`config.mk`:
```
export PLATFORM = sky130hd
export DESIGN_NAME = qwin_lock_detect
export DESIGN_NICKNAME = d
export VERILOG_FILES = /design/src/rtl/qwin_pkg.sv /design/src/rtl/qwin_ctrl.sv /design/src/rtl/qwin_dp.sv /design/src/rtl/qwin_lock_detect.sv
export SDC_FILE = /design/constraint.sdc
export NUM_CORES = 1
export LEC_CHECK = 0
export ABC_AREA = 1
export CAP_MARGIN = 10
export CORE_MARGIN = 4
export CORE_UTILIZATION = 40
export DETAILED_ROUTE_END_ITERATION = 7
export SLEW_MARGIN = 10
export SYNTH_ARGS = -nofsm -noshare
export SYNTH_HDL_FRONTEND = slang
export SYNTH_SLANG_ARGS = --single-unit
export TNS_END_PERCENT = 20
```
`constraint.sdc`:
```
create_clock -name clk -period 2.8 [get_ports clk]
set_input_delay 0.42 -clock clk [delete_from_list [all_inputs] [get_ports clk]]
set_output_delay 0.42 -clock clk [all_outputs]
set_load 0.01 [all_outputs]
```
`src/rtl/qwin_pkg.sv`:
```
package qwin_pkg;

  // Strobes passed from control to datapath
  typedef struct packed {
    logic update;      // a transition is present this cycle
    logic towardFull;  // move the average toward 1.0 (else toward 0)
  } qwin_strobe_t;

endpackage

```
`src/rtl/qwin_ctrl.sv`:
```
module qwin_ctrl
  import qwin_pkg::*;
(
  input  logic         edgeValid,
  input  logic         quadSample,
  output qwin_strobe_t strobe
);

  always_comb begin
    strobe            = '0;
    strobe.update     = edgeValid;
    strobe.towardFull = edgeValid & quadSample;
  end

endmodule

```
`src/rtl/qwin_dp.sv`:
```
module qwin_dp
  import qwin_pkg::*;
#(
  parameter int AVG_W      = 16,
  parameter int SHIFT      = 10,
  parameter int LOCK_LEVEL = (66 * (2 ** 16)) / 100
) (
  input  logic             clk,
  input  logic             rst_n,
  input  qwin_strobe_t     strobe,
  output logic [AVG_W-1:0] avgLevel,
  output logic             lockFlag
);

  localparam logic [AVG_W-1:0] FULL_VAL = '1;
  localparam logic [AVG_W-1:0] HALF_VAL = {1'b1, {(AVG_W-1){1'b0}}};
  localparam logic [AVG_W-1:0] LOCK_VAL = AVG_W'(LOCK_LEVEL);

  logic [AVG_W-1:0] avgQ;
  logic [AVG_W-1:0] avgD;
  logic [AVG_W-1:0] upStep;
  logic [AVG_W-1:0] downStep;
  logic             lockQ;

  // Step sizes: a fraction 2^-SHIFT of the distance to the target rail
  always_comb begin
    upStep   = (FULL_VAL - avgQ) >> SHIFT;
    downStep = avgQ >> SHIFT;
  end

  always_comb begin
    avgD = avgQ;
    if (strobe.update) begin
      if (strobe.towardFull) avgD = avgQ + upStep;
      else                   avgD = avgQ - downStep;
    end
  end

  always_ff @(posedge clk) begin
    if (!rst_n) begin
      avgQ  <= HALF_VAL;
      lockQ <= 1'b0;
    end else begin
      avgQ  <= avgD;
      lockQ <= (avgQ > LOCK_VAL);
    end
  end

  assign avgLevel = avgQ;
  assign lockFlag = lockQ;

endmodule

```
`src/rtl/qwin_lock_detect.sv`:
```
module qwin_lock_detect
  import qwin_pkg::*;
#(
  parameter int AVG_W      = 16,
  parameter int SHIFT      = 10,
  parameter int LOCK_LEVEL = (66 * (2 ** 16)) / 100
) (
  input  logic             clk,
  input  logic             rst_n,
  input  logic             edgeValid,
  input  logic             quadSample,
  output logic [AVG_W-1:0] jitterLevel,
  output logic             phaseLock
);

  qwin_strobe_t strobe;

  qwin_ctrl u_ctrl (
    .edgeValid (edgeValid),
    .quadSample(quadSample),
    .strobe    (strobe)
  );

  qwin_dp #(
    .AVG_W     (AVG_W),
    .SHIFT     (SHIFT),
    .LOCK_LEVEL(LOCK_LEVEL)
  ) u_dp (
    .clk     (clk),
    .rst_n   (rst_n),
    .strobe  (strobe),
    .avgLevel(jitterLevel),
    .lockFlag(phaseLock)
  );

endmodule

```
==> qor.yml <==
logic_synthesis:
  ys_seq_area_frac: 0.183
  yosysWarnings: 0
  ys_ff_latch: 17
  synthTopCellsByArea: "nand2_1 19%, dfxtp_1 18%, inv_1 15%, ha_1 13%, nand3_1 7.5%"
  synthCells: 330
  synth_top_cell_area_share: 0.192
  avgSynthCellArea_sq_um: 5.63
  synthesis.nets: 354
  ys_types: 26
  syn-cell-area_sq_mm: 0.00186
  yosysTopAreaCell: "nand2_1"
cts:
  post_cts_buffers: 0
  htree_levels: 1
  cts_tree: "done"
  root_buffer: "clkbuf_8"
  cts_buffers: 3
  numClockSinks: 17
  clkLatencyLatePin_ns: 0.26
  clk_pin_slew_ns: 0.07
  cts_buffer_depth: 2
placement:
  hpwl_microns: 4150
  portBuffers: 20
  place_ws_ns: 0.000264
  place_congestion: 0.895
grt:
  grt-ovfl-total: 0
  grt_max_degree: 22
  grt_pass1_wl_microns: 8670
  antenna_found_initial: 0
  grtUsageTotal: 0.179
  grt_pass1_vias: 1830
final_layout:
  seqCellArea_sq_um: 340
  fillers: 470
  layout.nets: 381
  diodes: 0
  multiInputGateArea_sq_mm: 0.00122
  area_delta_synth_final_pct: 18.9
  drive_gt1_frac: 0.0421
timing:
  setup_slack_ns: 0.277
  drv_slew: 0
  tns_ns: 0
  fin_skew_ns: 0.00206
  worst_slew_pin_slew_ns: 0.491
  slew_headroom: 0.672
  hold_viol_final: 0
  finalCriticalPeriod_ns: 2.52
  rsz0062_at_grt: "false"
  period_share: 0.901
  max_freq_mhz: 396
  setup_violations: 0
detailed_routing:
  dr.pass1.iters: 4
  vias: 1990
  met1Wirelength_microns: 2440
  wirelength_microns: 5070
  dr_wl_met2_microns: 2310
  highest_layer: "met4"
  dr_wl_met3_microns: 215
  vias_per_cell: 4.88
  drt_iter0_drc: 113
  postRouteAntennaNets: 0
  drc_errors: 0
  wl_per_cell_microns: 12.4
worst_setup_path:
  startpoint_type: "input pin"
  path_max_fanout: 6
  crit_type: "in2reg"
  end_kind: "flip-flop"
  required_ns: 2.96
  worstPathArrival_ns: 2.69
run:
  drv_cap: 0
floorplanning:
  die-area_sq_mm: 0.00580
  core_sq_mm: 0.00441
  die_w_microns: 76.2
  io_pins: 21
  die_y_microns: 76.2
  row_count: 24
  initial_core_util: 0.421
pwr:
  p_leak_nw: 1.31
  ir_drop_mv: 0.247
  powerDensity_mw_per_mm2: 731
  power_mw: 1.62
status:
  status: "complete, no violations"
hold_path:
  hp-class: "reg2reg"
through the flow:
| step | std cells | instance area, sq um | hold WS (ns) | utilization |
|---|---|---|---|---|
| 2_1_floorplan | 330 | 1860 | 0.548 | - |
| 3_3_place_gp | 404 | 2150 | 0.544 | 0.488 |
| 3_5_place_dp | 404 | 2150 | 0.556 | 0.488 |
| 4_1_cts | 408 | 2200 | 0.572 | 0.498 |
| 5_1_grt | 408 | 2210 | 0.587 | 0.501 |
| 6_report | 408 | 2210 | 0.570 | 0.501 |
cells in the final DEF (no fill, tap or decap):
cell type	instances
nor3_1	2
xnor2_1	1
nand2_1	95
fa_1	1
nand4_1	4
xor2_1	8
o211ai_1	1
clkdlybuf4s50_1	20
nor4_1	1
a21oi_1	20
nand3b_1	1
ha_4	1
nand2_2	1
ha_1	18
and2_1	1
inv_2	3
o21ai_1	3
o31ai_1	1
clkbuf_1	1
nand2b_1	1
inv_1	75
nand3_1	28
clkbuf_8	3
nor2_1	34
or2_1	1
nand3_2	1
dfxtp_1	17
buf_4	6
o21ai_0	7
per-layer routing:
layer | vias to the layer above | GRT usage
met5 | - | 0
met4 | 0 | 0.0717
li1 | 1064 | -
met1 | 875 | 0.241
met2 | 41 | 0.284
met3 | 10 | 0.0272
area by class of cell:
type                       instances  area share
multi-input combinational        231       0.553
sequential                        17       0.154
inverter                          78       0.132
timing repair buffer              26       0.111
tap                               52      0.0294
clock buffer                       4      0.0204
power breakdown:
| part | internal [mW] | switching (mW) | leakage, nW | total, mW |
|---|---|---|---|---|
| clock | 0.101 | 0.0925 | 0.0228 | 0.194 |
| combinational | 0.434 | 0.639 | 1.15 | 1.07 |
| sequential | 0.289 | 0.0594 | 0.141 | 0.348 |
| total | 0.825 | 0.791 | 1.31 | 1.62 |
registers in the layout, summed over array words and instances (netlist names):
signal,count
u_dp.avgLevel,16
u_dp.lockFlag,1
Yosys cell counts (all sizes together):
| library cell | n |
|---|---|
| a21oi | 20 |
| and2 | 1 |
| buf | 1 |
| clkbuf | 3 |
| dfxtp | 17 |
| fa | 1 |
| ha | 19 |
| inv | 78 |
| nand2 | 96 |
| nand2b | 1 |
| nand3 | 29 |
| nand3b | 1 |
| nand4 | 4 |
| nor2 | 34 |
| nor3 | 2 |
| nor4 | 1 |
| o211ai | 1 |
| o21ai | 10 |
| o31ai | 1 |
| or2 | 1 |
| xnor2 | 1 |
| xor2 | 8 |
worst max-delay path: stages:
cell             delay [ns]
clkdlybuf4s50_1        0.43
nand2_2                0.10
buf_4                  0.14
inv_2                  0.06
nor2_1                 0.14
xor2_1                 0.15
inv_1                  0.07
ha_1                   0.33
nand2_1                0.14
nor2_1                 0.06
nand2_1                0.10
nand3_2                0.12
nand2_1                0.10
nand2_1                0.06
nand2_1                0.06
nand3_1                0.08
nand2_1                0.07
inv_1                  0.03
cell families (layout without fill, tap and decap cells):
family,Yosys count,in the layout,share of synthesized area
compound gates,32,32,0.0888
fa+ha+maj,20,20,0.139
flops,17,17,0.183
buf+inv,82,108,0.166
simple gates,170,170,0.381
xor+xnor,9,9,0.0424
worst paths after layout:
check	slack (ns)	cells after the start	to	startpoint
worst max-delay path	0.28	18	u_dp.avgLevel[14]$_SDFFE_PN0P_	edgeValid
worst min-delay path	0.57	2	u_dp.avgLevel[0]$_SDFFE_PN0P_	u_dp.avgLevel[0]$_SDFFE_PN0P_
worst max register to register	0.29	17	u_dp.avgLevel[14]$_SDFFE_PN0P_	u_dp.avgLevel[11]$_SDFFE_PN0P_
worst min register to register	0.57	2	u_dp.avgLevel[0]$_SDFFE_PN0P_	u_dp.avgLevel[0]$_SDFFE_PN0P_
timing repair:
| action | in CTS | in global routing |
|---|---|---|
| hold endpoints to repair | 0 | 0 |
| resized for setup | 0 | 2 |
| endpoints found under the setup margin | 0 | 7 |
| hold buffers | 0 | 0 |
Power figures use the tool's default switching activity.
